===== config.mk =====
export PLATFORM = sky130hd
export DESIGN_NAME = frac_lut8
export DESIGN_NICKNAME = d
export VERILOG_FILES = /design/src/rtl/frac_lut8_pkg.sv /design/src/rtl/frac_lut8_cfg.sv /design/src/rtl/frac_lut8_route.sv /design/src/rtl/frac_lut8_mux.sv /design/src/rtl/frac_lut8.sv
export SDC_FILE = /design/constraint.sdc
export NUM_CORES = 1
export LEC_CHECK = 0
export ABC_AREA = 1
export CORE_ASPECT_RATIO = 1.1
export CORE_MARGIN = 2
export CORE_UTILIZATION = 61
export DETAILED_ROUTE_END_ITERATION = 10
export GPL_TIMING_DRIVEN = 0
export PLACE_DENSITY = 0.8
export SYNTH_ARGS = -nofsm -noshare
export SYNTH_HDL_FRONTEND = slang
export SYNTH_SLANG_ARGS = --single-unit

===== constraint.sdc =====
create_clock -name clk -period 2.3 [get_ports clk]
set_input_delay 0.23 -clock clk [delete_from_list [all_inputs] [get_ports clk]]
set_output_delay 0.23 -clock clk [all_outputs]
set_load 0.005 [all_outputs]

===== src/rtl/frac_lut8_pkg.sv =====
package frac_lut8_pkg;

    localparam int LUT_K   = 6;
    localparam int MASK_W  = 1 << LUT_K;
    localparam int NUM_IN  = 8;
    localparam int MODE_W  = 3;
    localparam int CFG_W   = MASK_W + MODE_W;
    localparam int NUM_OUT = 2;

    typedef enum logic [MODE_W-1:0] {
        MODE_L6    = 3'd0,
        MODE_DUAL4 = 3'd1,
        MODE_L5L3  = 3'd2,
        MODE_L5L4  = 3'd3,
        MODE_DUAL5 = 3'd4,
        MODE_TWIN6 = 3'd5,
        MODE_OFF6  = 3'd6,
        MODE_OFF7  = 3'd7
    } lut_mode_e;

    typedef struct packed {
        logic [MODE_W-1:0] mode;
        logic [MASK_W-1:0] mask;
    } lut_cfg_t;

    typedef struct packed {
        logic [NUM_OUT-1:0] reg_out;
    } lut_regs_t;

endpackage


===== src/rtl/frac_lut8_cfg.sv =====
module frac_lut8_cfg
    import frac_lut8_pkg::*;
(
    input  logic     clk,
    input  logic     rst,
    input  logic     cfg_en,
    input  logic     cfg_din,
    output lut_cfg_t cfg
);

    lut_cfg_t cfg_d, cfg_q;

    always_comb begin
        cfg_d = cfg_q;
        if (rst) begin
            cfg_d.mask = '0;
            cfg_d.mode = MODE_OFF7;
        end else if (cfg_en) begin
            cfg_d = lut_cfg_t'({cfg_din, cfg_q[CFG_W-1:1]});
        end
    end

    always_ff @(posedge clk) begin
        cfg_q <= cfg_d;
    end

    assign cfg = cfg_q;

    AST_CFG_HOLD: assert property (@(posedge clk) disable iff (rst)
        !cfg_en |=> $stable(cfg_q));

    AST_CFG_NEW_MSB: assert property (@(posedge clk) disable iff (rst)
        cfg_en |=> (cfg_q.mode[MODE_W-1] == $past(cfg_din)));

endmodule


===== src/rtl/frac_lut8_route.sv =====
module frac_lut8_route
    import frac_lut8_pkg::*;
(
    input  logic [MODE_W-1:0] mode,
    input  logic [NUM_IN-1:0] din,
    output logic [LUT_K-1:0]  idx_lo,
    output logic [LUT_K-1:0]  idx_hi,
    output logic              en_lo,
    output logic              en_hi
);

    always_comb begin
        idx_lo = '0;
        idx_hi = '0;
        en_lo  = 1'b0;
        en_hi  = 1'b0;
        unique case (mode)
            MODE_L6: begin
                idx_lo = din[5:0];
                en_lo  = 1'b1;
            end
            MODE_DUAL4: begin
                idx_lo = {2'b00, din[3:0]};
                idx_hi = {2'b10, din[7:4]};
                en_lo  = 1'b1;
                en_hi  = 1'b1;
            end
            MODE_L5L3: begin
                idx_lo = {1'b0, din[4:0]};
                idx_hi = {3'b100, din[7:5]};
                en_lo  = 1'b1;
                en_hi  = 1'b1;
            end
            MODE_L5L4: begin
                idx_lo = {1'b0, din[7], din[3:0]};
                idx_hi = {2'b10, din[7], din[6:4]};
                en_lo  = 1'b1;
                en_hi  = 1'b1;
            end
            MODE_DUAL5: begin
                idx_lo = {1'b0, din[7:6], din[2:0]};
                idx_hi = {1'b1, din[7:6], din[5:3]};
                en_lo  = 1'b1;
                en_hi  = 1'b1;
            end
            MODE_TWIN6: begin
                idx_lo = {din[5:4], din[3:0]};
                idx_hi = {din[7:6], din[3:0]};
                en_lo  = 1'b1;
                en_hi  = 1'b1;
            end
            default: begin
                en_lo = 1'b0;
                en_hi = 1'b0;
            end
        endcase
    end

endmodule


===== src/rtl/frac_lut8_mux.sv =====
module frac_lut8_mux #(
    parameter int K = 6
) (
    input  logic [(1<<K)-1:0] mask,
    input  logic [K-1:0]      sel,
    output logic              y
);

    localparam int N = 1 << K;

    // heap-ordered tree: node 0 is the root, leaves sit at N-1 .. 2N-2
    logic [2*N-2:0] node;

    assign node[2*N-2:N-1] = mask;

    for (genvar d = 0; d < K; d++) begin : g_lvl
        for (genvar m = 0; m < (1 << d); m++) begin : g_node
            localparam int IDX = (1 << d) - 1 + m;
            assign node[IDX] = sel[K-1-d] ? node[2*IDX+2] : node[2*IDX+1];
        end
    end

    assign y = node[0];

endmodule


===== src/rtl/frac_lut8.sv =====
module frac_lut8
    import frac_lut8_pkg::*;
(
    input  logic              clk,
    input  logic              rst,
    input  logic              cfg_en,
    input  logic              cfg_din,
    input  logic              ce,
    input  logic [NUM_IN-1:0] din,
    output logic [1:0]        comb_o,
    output logic [1:0]        reg_o
);

    lut_cfg_t         cfg;
    logic [LUT_K-1:0] idx [NUM_OUT];
    logic             en  [NUM_OUT];
    logic             raw [NUM_OUT];
    lut_regs_t        st_d, st_q;

    frac_lut8_cfg u_cfg (
        .clk     (clk),
        .rst     (rst),
        .cfg_en  (cfg_en),
        .cfg_din (cfg_din),
        .cfg     (cfg)
    );

    frac_lut8_route u_route (
        .mode   (cfg.mode),
        .din    (din),
        .idx_lo (idx[0]),
        .idx_hi (idx[1]),
        .en_lo  (en[0]),
        .en_hi  (en[1])
    );

    for (genvar h = 0; h < NUM_OUT; h++) begin : g_half
        frac_lut8_mux #(.K(LUT_K)) u_mux (
            .mask (cfg.mask),
            .sel  (idx[h]),
            .y    (raw[h])
        );
        assign comb_o[h] = en[h] & raw[h];
    end

    always_comb begin
        st_d = st_q;
        if (rst) begin
            st_d.reg_out = '0;
        end else if (ce && !cfg_en) begin
            st_d.reg_out = comb_o;
        end
    end

    always_ff @(posedge clk) begin
        st_q <= st_d;
    end

    assign reg_o = st_q.reg_out;

    AST_REG_CAPTURE: assert property (@(posedge clk) disable iff (rst)
        (ce && !cfg_en) |=> (reg_o == $past(comb_o)));

    AST_REG_HOLD_CFG: assert property (@(posedge clk) disable iff (rst)
        cfg_en |=> $stable(reg_o));

    AST_REG_HOLD_CE: assert property (@(posedge clk) disable iff (rst)
        !ce |=> $stable(reg_o));

    AST_OFF_ZERO: assert property (@(posedge clk) disable iff (rst)
        (cfg.mode == MODE_OFF6 || cfg.mode == MODE_OFF7) |-> (comb_o == 2'b00));

    AST_L6_HI_ZERO: assert property (@(posedge clk) disable iff (rst)
        (cfg.mode == MODE_L6) |-> !comb_o[1]);

    AST_TWIN_MATCH: assert property (@(posedge clk) disable iff (rst)
        (cfg.mode == MODE_TWIN6 && din[5:4] == din[7:6]) |-> (comb_o[0] == comb_o[1]));

endmodule


* Word-level counts from Yosys, hierarchy flattened
Index checks and enable logic that the tools add are counted.
** Storage, ports and cells
- Bits in registers :: 69
- Bits of input ports :: 13
- Output and inout bits :: 4
- Logic and storage cells :: 147
** Operators by class
- Eq/ne operators :: 5
- Multiplexer cells :: 130
- Bitwise gates (word level) :: 2
- Reduce and logical (&&, ||, !) cells :: 7
** Operators by type and width (count)
- $mux W1 :: 128
- $pmux W6 S5 :: 1
- $pmux W6 S4 :: 1
- $eq A3 B2 Y1 const B :: 2
- $eq A3 B3 Y1 const B :: 2
- $reduce_or A6 Y1 :: 1
- $reduce_or A5 Y1 :: 1
- $reduce_or A2 Y1 :: 2
- $eq A3 B1 Y1 const B :: 1
- $logic_not A3 Y1 :: 1
- $and A1 B1 Y1 :: 2
- $logic_and A1 B1 Y1 :: 1
- $logic_not A1 Y1 :: 1

* Logic depth before layout (Yosys ltp)
Gate-level depths: netlist of the first run.
- Depth in word-level cells :: 10
- Mapped depth :: 16
- Gate-level depth less buffers :: 14

* By module
From an unflattened synthesis of the first run, not the netlist that was laid out.
** Second synthesis, totals
- Cell total of the unflattened synthesis :: 803
- Area, all modules :: 4518.1 um2
** Modules (own cells, without submodules)
- frac_lut8_cfg :: times used 1, cells an instance 420, area each 2760.1 um2, sequential area each 1341.3 um2
- frac_lut8_mux :: times used 2, cells an instance 152, area each 696.9 um2, sequential area each 0.0 um2
- frac_lut8_route :: times used 1, cells an instance 60, area each 257.7 um2, sequential area each 0.0 um2
- frac_lut8 :: times used 1, cells an instance 19, area each 106.4 um2, sequential area each 40.0 um2

* Worst setup path after synthesis of the first run
OpenSTA, ideal clock, no wires.
- Path type :: register to output
- From :: reg u_cfg.cfg_q, in the netlist u_cfg.cfg[64]
- To :: out comb_o[1]
- Arrival time :: 1.562 ns
- Required time :: 2.070 ns
- Setup slack :: 0.508 ns
- Stages on the path, launching flop included :: 16
- Path buffers :: 2
- Cell sequence :: dfxtp_1 -> buf_6 -> nor2_2 -> nand3_1 -> nand2_2 -> inv_2 -> nand2_4 -> buf_4 -> nand2_1 -> nand3_1 -> nand3_1 -> nand3_1 -> nand3_1 -> nand3_2 -> nand3_2 -> inv_1
** Between the ends
- Longest elaborated chain between the ends :: 10
- Elaborated cells between the ends (all ways) :: 73
- Classes of those cells :: 5 x eq/ne; 65 x mux; 1 x bitwise; 2 x reduce/logical
** Ends and longest elaborated chain
- from (decl) :: line frac_lut8_cfg.sv:11 : lut_cfg_t cfg_d, cfg_q;
- from (signal assigned) :: line frac_lut8_cfg.sv:24 : cfg_q <= cfg_d;
- $eq A3 B1 Y1 or $eq A3 B2 Y1 (tied branches) :: line frac_lut8_route.sv:17 : unique case (mode)
- $reduce_or A2 Y1 (no line)
- $pmux W6 S4 :: line frac_lut8_route.sv:17
- $mux W1 (6 in a row) :: line frac_lut8_mux.sv:19 : assign node[IDX] = sel[K-1-d] ? node[2*IDX+2] : node[2*IDX+1];
- $and A1 B1 Y1 (*) :: line frac_lut8.sv:43 : assign comb_o[h] = en[h] & raw[h];
- to (decl) :: line frac_lut8.sv:10 : output logic [1:0] comb_o,
Mark *: on every way between the ends. The rest lies on a longest branch, timed or not.

* Worst setup path in the final report of the first run
- From :: reg u_cfg.cfg_q, in the netlist u_cfg.cfg[66]
- To :: out comb_o[1]
The elaborated chain is that of the path after synthesis.

==> results of run 1 <==
stage by stage:
| stage | TNS, ps | setup slack [ps] | hold slack, ps |
|---|---|---|---|
| 6_report | -692 | -400 | 353 |
| 3_3_place_gp | -1520 | -759 | 481 |
| 2_1_floorplan | 0 | 508 | 330 |
| 4_1_cts | -400 | -239 | 338 |
| 3_5_place_dp | -1560 | -766 | 486 |
| 5_1_grt | -961 | -497 | 404 |
flip-flops by register name, indices dropped and copies added (netlist names):
name / count
u_cfg.cfg: 67
reg_o: 2
final cells by class:
type,instances,area [sq um]
clock buffers,10,128
plain buffers,36,253
multi-input cells,482,2630
repair buffers,60,622
flip-flops and latches,69,1390
fillers,349,892
inverters,35,153
clock inverters,6,63.8
well taps,80,100
power breakdown:
group / internal [uW] / leakage [uW] / total (uW) / switching (uW)
Sequential: 1270 / 0.000570 / 1370 / 95.7
Combinational: 398 / 0.00162 / 962 / 564
Clock: 499 / 0.0000923 / 995 / 496
worst min-delay path, delay by kind of cell:
family / cells / cell delay (ps)
buffers and inverters: 1 / 190
AND/OR/NAND/NOR: 1 / 40
AO/OA/AOI/OAI: 1 / 200
routing by layer:
metal	vias up	GRT usage, %	part of all wire, %
li1	2208	-	-
met1	2276	50.1	34
met2	489	64.7	44
met3	165	11.4	13
met4	0	29.0	8.5
met5	-	0	0
cell families after synthesis:
family	count (synthesis)	synth area share (%)
AND/OR/NAND/NOR	362	40.3
buffers and inverters	72	8.78
flip-flops	69	34.6
AO/OA/AOI/OAI	120	16.3
how the worst max path moves through the flow:
stage / start / endpoint / slack, ps / cells past startpoint
6_report: u_cfg.cfg[66]$_SDFFE_PP1P_ / comb_o[1] / -400 / 17
5_1_grt: u_cfg.cfg[66]$_SDFFE_PP1P_ / comb_o[1] / -500 / 17
4_1_cts: u_cfg.cfg[66]$_SDFFE_PP1P_ / comb_o[1] / -240 / 18
3_5_place_dp: din[0] / comb_o[0] / -770 / 11
3_3_place_gp: din[0] / comb_o[0] / -760 / 11
2_1_floorplan: u_cfg.cfg[64]$_SDFFE_PP1P_ / comb_o[1] / 510 / 15
placed cells by master (no fill, tap or decap), drive strengths merged:
cell           Yosys  final
nor2             133    133
nand2            128    128
nand3             96     96
o21ai             85     85
dfxtp             69     69
buf               15     60
inv               35     34
clkbuf            22     33
a21oi             19     19
clkdlybuf4s50      0     11
o211ai             4      4
a22oi              4      4
clkinvlp           0      3
clkinv             0      3
o221ai             2      2
a22o               2      2
nand4              2      2
a32oi              1      1
o22ai              1      1
a221oi             1      1
or2                1      1
nand3b             1      1
nor3               1      1
o21a               1      1
bufinv             0      1
dlygate4sd2        0      1
dlymetal6s2s       0      1
repair_timing:
item	4_1_cts	5_1_grt
hold buffers	0	0
setup endpoints to repair	2	3
resized for setup	102	41
cloned	5	1
hold endpoints to repair	0	0
buffers inserted	30	11
pin swaps	33	27
==> impl_results.md, run 1 <==
* Number of global-route vias before repair at approximately 4700
* Cell Count, Final, Fillers Out at ~800
* Tcrit/Tclk final at 117%
* Fin. Hold Viols at 0
* Detailed-route via count at ~5100
* Die area at between 7000 and 8000 sq um
* First-pass GRT wire length at approximately 23 mm
* Clock sinks at between 60 and 70
* Most used DFF post-synth: dfxtp_1
* Top cell type's share of synthesized area at roughly 35%
* Global route overflow at 0
* Sequential share of the synthesized area at roughly a third
* Crit path max-delay family: simple AND/OR/NAND/NOR gates
* RR Endpoint: reg_o[0]$_SDFFE_PP0P_
* Top cell type by total area after synthesis: dfxtp_1
* IO Port Bufs at 15
* Startpoint types: flip-flop
* Reg2Reg Launch Point: u_cfg.cfg[66]$_SDFFE_PP1P_
* WS Path Type: reg2out
* Initial antenna violation count at 0
* Die X at approximately 80 um
* CTS tree: built
* Setup Skew at between 10 and 15 ps
* Maximum clock frequency at ~370 MHz
* Critical Path Sink Type: primary output
* Worst IR Drop VDD at 0.629 mV
* Worst-skew pair later-pin latency at between 300 and 400 ps
* Area contributors post-synth: dfxtp_1 (35%), nor2_1 (12%), nand3_1 (12%)
* Final setup violation count at 2
* Clock slew at reported path FFs at ~70 ps
* Total core area at 6230 sq um
* Critical path fanouts, max at 7
* WP buf/inv at 6
* Reg2Reg Setup Slack at around 20 ps
* Minimum clock period at about 2700 ps
* Crit-path most repeated cell: nand3_2
* RSZ-0062 raised after global routing: yes
* Post-DP HPWL at about 8.6 mm
* Root Driver: clkbuf_8
* Remaining routing DRC violations at 0
* HP Class: in2reg
* Clock tree buffer depth at 2
* Commonest cells in the netlist: nor2_1 (127), nand2_1 (117), nand3_1 (92)
* Syn_area_per_cell at around 6.4 sq um
* Ys async rst share at 0%
* Initial core utilization at between 60 and 70%
* Largest net degree at the start of global routing at 13
* Gr usage total at 41.7%
* GPL Wtd Cong at about 1
* Path depth of the worst reg2reg path at 17
* Die Y at slightly below 90 um
* Final non-filler cell area at 5340 sq um
* Total Wirelength at around 16 mm
* Max-slew headroom at 44.9%
* Hold endpoint: u_cfg.cfg[0]$_SDFFE_PP0P_
* Violated checks: negative setup slack
* Worst Path Arrival at 2470 ps
* Post-synth EDFFs at 0
* Yosys cell types at 34
* Share of cells above drive strength 1 at 26.5%
* Most numerous cell in the Yosys netlist: nor2_1
* Post-layout util at a little under nine tenths
* Hold path depth at 3
* Cells after Synth at ~620
* Netlist Area Pre-Place at between 3000 and 4000 sq um
* PwrDens at 622 nW/um^2
* Warnings, synthesis at 0
* Iteration-0 DRC count of the detailed router at roughly 900
* Total power at roughly 3300 uW
* Critical Path, Cell by Cell: buf_6 > buf_6 > nor2_4 > nand2_2 > nand2_4 > inv_4 > nand2_8 > buf_8 > nand2_1 > nand3_1 > nand3_1 > nand3_2 > nand3_2 > nand3_2 > nand3_2 > inv_1 > buf_2
* Post-route ant nets at 0
* Outcome: complete, but fails checks
* Max cap viols at 0
* Area post-placement at ~4200 sq um
* Critical-path top delay cell: dfxtp_2
* Hold Startpoint: cfg_en
* Yosys reg bits at 69
* Top Ports at 17
* Number of CTS-inserted buffers at 9
* FP Rows at 30
* Avg WL per Cell at 20.0 um
* Required time of the critical path at slightly above 2000 ps
* Nets@finish at 706
* Mapped Nets at roughly 640
* CP peak stage delay at between 300 and 400 ps
* Vias per inst at between 6 and 7
* DR pass1 iterations at 7
* Area delta synth->final at 33.8%
* CTS HTree Levels at 3
* Diode count at 0
* Worst-Margin Slew at about 830 ps
* P_leak at about 0.0023 uW
* Final setup margin at -400 ps
* Cells after DPL at 718
* Final count of pins violating max slew at 0
(Power assumes the default switching activity.)
==> inputs of run 2 (changes only) <==
Settings changed: CAP_MARGIN from default to 10, MAX_ROUTING_LAYER from default to met4, TNS_END_PERCENT from default to 5.
==> impl_results.md, run 2 (same netlist as run 1, synthesis figures left out) <==
* Outcome: complete, but fails checks
* Violated checks: negative setup slack
* Clk pwr share at 32.6% (+2.7 points)
* Fin. Hold Viols at 0 (unchanged)
* Gr usage total at 42.3% (+0.60 points)
* DR pass1 iterations at 8 (+1)
* Minimum clock period at 2660 ps (-37.3 ps)
* Final count of pins violating max slew at 0 (unchanged)
* Area delta synth->final at 32.5%
* Post-DP HPWL at 8.72 mm (+1.0%)
* Initial core utilization at 64.0% (unchanged)
* Initial antenna violation count at 0 (unchanged)
* Avg WL per Cell at 18.7 um (-6.4%)
* Switching portion of total power at 33.1% (-1.7 points)
* Max cap viols at 0 (unchanged)
* PwrDens at 640 nW/um^2 (+2.8%)
* Total core area at 6230 sq um (unchanged)
* Clock sinks at 69 (unchanged)
* Iteration-0 DRC count of the detailed router at 701 (-22%)
* Vias per inst at 6.39 (-3.3%)
* IO Port Bufs at 15 (unchanged)
* WS Path Type: reg2out
* P_sw at 1120 uW (-3.1%)
* Remaining routing DRC violations at 0 (unchanged)
* Post-route ant nets at 0 (unchanged)
* Share of power burned in registers at 40.3% (-0.8 points)
* Clock tree buffer depth at 2 (unchanged)
* Detailed-route via count at 4942 (-3.8%)
* Worst-Margin Slew at 777 ps (-49.4 ps)
* Number of CTS-inserted buffers at 9 (unchanged)
* Required time of the critical path at 2070 ps (about the same)
* Die area at 7210 sq um (unchanged)
* Diode count at 0 (unchanged)
* Largest net degree at the start of global routing at 13 (unchanged)
* Number of global-route vias before repair at 4492 (-4.7%)
* Number of flip-flops in the largest register at 67 (unchanged)
* Nets@finish at 702 (-0.57%)
* Clock slew at reported path FFs at 80 ps (about the same)
* Critical Path Sink Type: primary output
* Total Wirelength at 14.5 mm (-6.9%)
* Die Y at 88.8 um (unchanged)
* CTS HTree Levels at 3 (unchanged)
* Worst Path Arrival at 2430 ps (-40 ps)
* FP Rows at 30 (unchanged)
* Commonest non-fill, non-tap cell in the layout: nor2_1
* Commonest non-fill, non-tap cells in the layout: nor2_1 (125), nand2_1 (103), o21ai_0 (79)
* Internal power at 2260 uW (+4.4%)
* P_leak at 0.00228 uW (-0.20%)
* Final setup margin at -362 ps (+37.3 ps)
* Global route overflow at 0 (unchanged)
* Setup Skew at 8.19 ps (-1.92 ps)
* First-pass GRT wire length at 22.4 mm (-2.1%)
* Startpoint types: flip-flop
* Root Driver: clkbuf_8
* HP Class: in2reg
* RSZ-0062 raised after global routing: yes
* CTS tree: built
* Critical path fanouts, max at 6 (-1)
* Share of cells above drive strength 1 at 25.4% (-1.1 points)
* Final setup violation count at 2 (unchanged)
* Die X at 81.1 um (unchanged)
* GPL Wtd Cong at 0.965 (-0.67%)
* Maximum clock frequency at 376 MHz (+1.4%)
* Top Ports at 17 (unchanged)
* Combinational share of power at 27.1% (-1.9 points)
* Pre-CTS setup slack at -764 ps (+1.71 ps)
* Max-slew headroom at 48.2% (+3.3 points)
* Fin Hold WS at 332 ps (-21.2 ps)
* Worst IR Drop VDD at 0.707 mV (+12%)
* Tcrit/Tclk final at 116% (-1.6 points)
* Worst-skew pair later-pin latency at 360 ps (about the same)
-- run 2: path summary, 6_finish.rpt --
check,start,end,slack (ps),cells past startpoint
worst max register to register,u_cfg.cfg[66]$_SDFFE_PP1P_,reg_o[1]$_SDFFE_PP0P_,110,17
worst min register to register,u_cfg.cfg[48]$_SDFFE_PP0P_,u_cfg.cfg[48]$_SDFFE_PP0P_,510,2
worst min-delay path,cfg_en,u_cfg.cfg[3]$_SDFFE_PP0P_,330,3
worst max-delay path,u_cfg.cfg[64]$_SDFFE_PP1P_,comb_o[1],-360,11
-- run 2: through the flow --
stage / setup TNS, ps / power [uW] / instance area (sq um) / std cells / util [%]
global placement: -1540 / 2000 / 4240 / 718 / 68.1
CTS: -331 / 3280 / 5120 / 773 / 82.2
global route: -742 / 3480 / 5290 / 774 / 84.8
finish: -585 / 3380 / 5290 / 774 / 84.8
floorplan: 0 / 1810 / 3990 / 623 / -
detailed placement: -1530 / 2010 / 4240 / 718 / 68.1
-- run 2: power groups by stage --
| stage | Sequential, uW | Clock, uW | Combinational (uW) |
|---|---|---|---|
| final | 1360 | 1100 | 916 |
| after detailed placement | 1380 | 0 | 636 |
| after CTS | 1350 | 1100 | 825 |
| after global routing | 1370 | 1140 | 976 |
| after floorplan | 1350 | 0 | 461 |
| after global placement | 1370 | 0 | 622 |
-- run 2: repair_timing --
item,in CTS,in global routing
endpoints found under the setup margin,2,2
gates cloned,9,0
buffers inserted,30,1
resized for setup,100,38
hold buffers,0,0
pin swaps,43,18
-- run 2: worst max-delay path, stage by stage, from the launching register on --
cell and delay [ps]:
dfxtp_2 340, buf_6 140, buf_6 110, nand3_4 90, buf_4 150, o21ai_0 540
inv_1 200, nand3_2 140, nand3_2 80, nand3_2 110, inv_1 50, buf_2 120
-- run 2: layout make-up --
cell class,count,area [sq um]
inverter,35,149
fill,387,946
clock inverter,6,87.6
timing repair buffer,55,556
clock buffer,10,128
sequential,69,1390
tap,80,100
multi-input combinational,482,2630
buffer,37,250
-- run 2: routing by layer --
layer / global-route usage, % / vias up / share of wire [%]
li1: - / 2193 / -
met1: 51.8 / 2235 / 37
met2: 62.7 / 412 / 44
met3: 9.59 / 102 / 12
met4: 26.8 / 0 / 6.6
met5: - / - / 0
